==> src/rtl/rotmask_unit.sv <==
module rotmask_unit #(
  parameter int XLEN = 64
) (
  input  logic                          clk,
  input  logic                          rst_n,
  input  logic                          in_valid,
  input  logic [1:0]                    op,
  input  logic [XLEN-1:0]               src,
  input  logic [XLEN-1:0]               tgt,
  input  logic [XLEN-1:0]               amt_reg,
  input  logic [$clog2(XLEN/2)-1:0]     sh_imm,
  input  logic [$clog2(XLEN/2)-1:0]     mask_begin,
  input  logic [$clog2(XLEN/2)-1:0]     mask_end,
  output logic                          out_valid,
  output logic [XLEN-1:0]               result
);
  localparam int WLEN = XLEN / 2;
  localparam int SW   = $clog2(WLEN);
  localparam logic [1:0] OP_REG_AND = 2'd1;
  localparam logic [1:0] OP_INSERT  = 2'd2;

  logic [SW-1:0]   count;
  logic [XLEN-1:0] doubled, shifted, rot, mask, next_res;
  logic [WLEN-1:0] rot_w, mask_lo;
  logic            wrap;
  logic            unused_bits;

  assign count   = (op == OP_REG_AND) ? amt_reg[SW-1:0] : sh_imm;
  assign doubled = {src[WLEN-1:0], src[WLEN-1:0]};
  assign shifted = doubled << count;
  assign rot_w   = shifted[XLEN-1:WLEN];
  assign rot     = {rot_w, rot_w};
  assign wrap    = mask_begin > mask_end;

  generate
    for (genvar i = 0; i < WLEN; i++) begin : g_mask
      localparam logic [SW-1:0] POS = SW'(WLEN - 1 - i);
      assign mask_lo[i] = wrap ? (POS >= mask_begin || POS <= mask_end)
                               : (POS >= mask_begin && POS <= mask_end);
    end
  endgenerate

  assign mask     = {{WLEN{wrap}}, mask_lo};
  assign next_res = (op == OP_INSERT) ? ((rot & mask) | (tgt & ~mask)) : (rot & mask);

  assign unused_bits = ^{src[XLEN-1:WLEN], amt_reg[XLEN-1:SW]};

  always_ff @(posedge clk) begin
    if (!rst_n) begin
      out_valid <= 1'b0;
      result    <= '0;
    end else begin
      out_valid <= in_valid;
      if (in_valid) result <= next_res;
    end
  end
endmodule


==> config.mk <==
export PLATFORM = sky130hd
export DESIGN_NAME = rotmask_unit
export DESIGN_NICKNAME = d
export VERILOG_FILES = /design/src/rtl/rotmask_unit.sv
export SDC_FILE = /design/constraint.sdc
export NUM_CORES = 1
export LEC_CHECK = 0
export ABC_AREA = 1
export BUFFER_PORTS_ARGS = -buffer_cell sky130_fd_sc_hd__buf_2
export CAP_MARGIN = 10
export CORE_ASPECT_RATIO = 1.25
export CORE_UTILIZATION = 35
export DETAILED_ROUTE_END_ITERATION = 10
export PLACE_DENSITY = 0.69
export SETUP_SLACK_MARGIN = 0.2
export SLEW_MARGIN = 20
export SYNTH_ARGS = -nofsm -noshare
export SYNTH_HDL_FRONTEND = slang
export SYNTH_SLANG_ARGS = --single-unit
==> constraint.sdc <==
create_clock -name clk -period 2.5 [get_ports clk]
set_clock_uncertainty 0.1 [all_clocks]
set_input_delay 0.375 -clock clk [delete_from_list [all_inputs] [get_ports clk]]
set_output_delay 0.375 -clock clk [all_outputs]
set_load 0.02 [all_outputs]
==> metrics <==
Pleak=3.838 nW; DR vias/cell=5.597; Fmax=0.4804 GHz; first-pass GRT wire length=39.45 mm; Max-slew headroom=0.7212; placed insts=1501; H-tree depth=3; Total Routed Length=26.13 mm; RSZ-0062 raised after global routing=no; power per cell area=572.0 nW/um^2; 1st-pass router iterations=6; Final min period=2081 ps; grt total ovfl=0; hold path start=rst_n; Worst-Skew Late Latency=330 ps; reg2reg path depth=2; clk root buf=clkbuf_16; Tot GR Track Use=0.2830; hold path depth=3; Synth area leaders=nand3_1 (31%), dfxtp_1 (21%), nand2_1 (15%); crit-path max cell delay=210 ps; NumNets Final=1509; Startpoint Class=primary input; Peak VDD IR=394.8 uV; Hold Path Class=in2reg; largest net degree at the start of global routing=56; warnings from Yosys=0; Num CTS Buffers=9; synthesized flop and latch total=65; DRC=0; Hold Path Sink=out_valid$_SDFF_PN0_; Max FO, Critical Path=11; final max-slew violation count=0; vias in the first global route=7512; CP max stage cell=buf_4; Final Power=4.455 mW; TritonCTS clock tree=built; Avg Inst Size Synth=5.431 sq um; flop2flop setup slack=1680 ps; dpl ws=71.19 ps; total negative slack=0 ps; Post-Synthesis Cells=1131; routed length per instance=17.20 um; Top FF cell, synth=dfxtp_1; initial antenna violation count=1; Tcrit/Tclk final=0.8326; Starting DRT DRC Count=1017; Syn Nets=1348; worst hold slack=217.6 ps; I/O Buffers=185; Final Hold Viols=0; GR peak layer=met2; top-area cell type share of the netlist area=0.3145; Placed Area=7451 sq um; crit end category=flip-flop; GR Util met1=0.3542; Crit Path Class=in2reg; Setup WS post-layout=418.5 ps; Post-DRT Antenna Nets=0; Vias=8502; deepest clock path buffer count=2; die area=18090 sq um; IO Pins=277; layout cells sized above 1=0.1951; unique cell type count in the Yosys netlist=23; EDFF count, synth=0; chip height=150.1 um; Synth Cell Area=6142 sq um; worst-path cell chain=buf_2, clkinvlp_4, nand2_4, nand2_1, nand2_1, buf_4, nand3_1, nand3_1, nand3_1, nand3_1, nand3_1, nand2_1, a21oi_1; post-route cell area=7789 sq um; CTS clk-pin slew, worst paths=60 ps; final setup vio count=0; post-synth top area cell=nand3_1; met3 Use GR=0.04129; fraction of registers with async set/reset=0; hpwl dp=20.74 mm; Initial Utilization=0.3618; r2r endpoint=result[9]$_SDFFE_PN0P_; M2 GR Usage=0.4540; GP Congestion=1.028; Worst EP arrival=2210 ps; cell row count=53; fin cells=1519; P&R area growth vs syn=26.81%; status=completed; post-CTS setup buffers=0; clk sink count=65; Core ar.=16980 sq um; Chip Width=120.5 um; post-layout utilization of the core=0.4588; most common cell after layout, fill and taps aside=nand3_1; actual transition at the worst max-transition pin=418.3 ps; number of max-cap violations=0; Worst R2R Start=result[9]$_SDFFE_PN0P_; sequential share of the synthesized area=0.2119; commonest cells after routing, fill and taps aside=nand3_1 (386), nand2_1 (245), buf_2 (185), a21oi_1 (133), inv_1 (83); crit-path most repeated cell=nand3_1; WP data required=2630 ps
worst max path at each step:
stage / startpoint / to / cells past startpoint
global route: mask_end[2] / result[46]$_SDFFE_PN0P_ / 13
global placement: op[1] / result[46]$_SDFFE_PN0P_ / 14
floorplan: mask_end[4] / result[32]$_SDFFE_PN0P_ / 13
detailed placement: op[1] / result[46]$_SDFFE_PN0P_ / 14
CTS: op[1] / result[46]$_SDFFE_PN0P_ / 14
finish: op[1] / result[46]$_SDFFE_PN0P_ / 13
where the power goes:
group | switching [mW] | internal (mW)
Combinational | 1.24 | 0.612
Clock | 0.517 | 0.904
Sequential | 0.0508 | 1.13
worst max-delay path: cells and delay by family:
family          cells  cell delay (ps)
compound gates      1               60
buf+inv             3              460
simple gates        9             1330
synth_stat cells, types with 2 or more instances:
master / instances
nor3_1: 2
clkinv_1: 2
nand2_1: 245
o21ai_0: 58
o21ai_2: 2
nand3_1: 386
inv_1: 84
buf_1: 3
dfxtp_1: 65
nand2_2: 2
clkbuf_1: 46
buf_2: 25
nand4_1: 2
ha_1: 5
a21oi_1: 133
nor2_1: 61
inv_2: 4
registers in the layout (all words and copies together) (netlist names):
signal,count
result,64
out_valid,1
per-layer routing:
layer	part of all wire	wire length, um
met3	0.081	2121
met2	0.46	11930
met4	0.057	1500
met1	0.40	10570
met5	0	0
kinds of logic (layout without fill, tap and decap cells):
family / count (synthesis) / in the layout / synth area share
and+or+nand+nor: 701 / 701 / 0.5111
buffers and inverters: 164 / 330 / 0.1053
AOI/OAI and AO/OA: 196 / 196 / 0.1615
adders and majority gates: 5 / 5 / 0.01019
other: 0 / 2 / 0
DFF: 65 / 65 / 0.2119
area by class of cell:
type,instances,area [sq um]
Clock buffer,10,239.0
Clock inverter,6,90.09
Inverter,90,341.6
Tap cell,220,275.3
Timing Repair Buffer,224,1331
Antenna cell,2,5.005
Multi-Input combinational cell,902,4205
Fill cell,1922,9188
Sequential cell,65,1301
timing repair:
item                       in CTS  in global routing
setup endpoints to repair       0                  1
hold buffers                    0                  0
gates resized for setup         0                  1
Note: power is estimated with default switching activity, not from simulation.
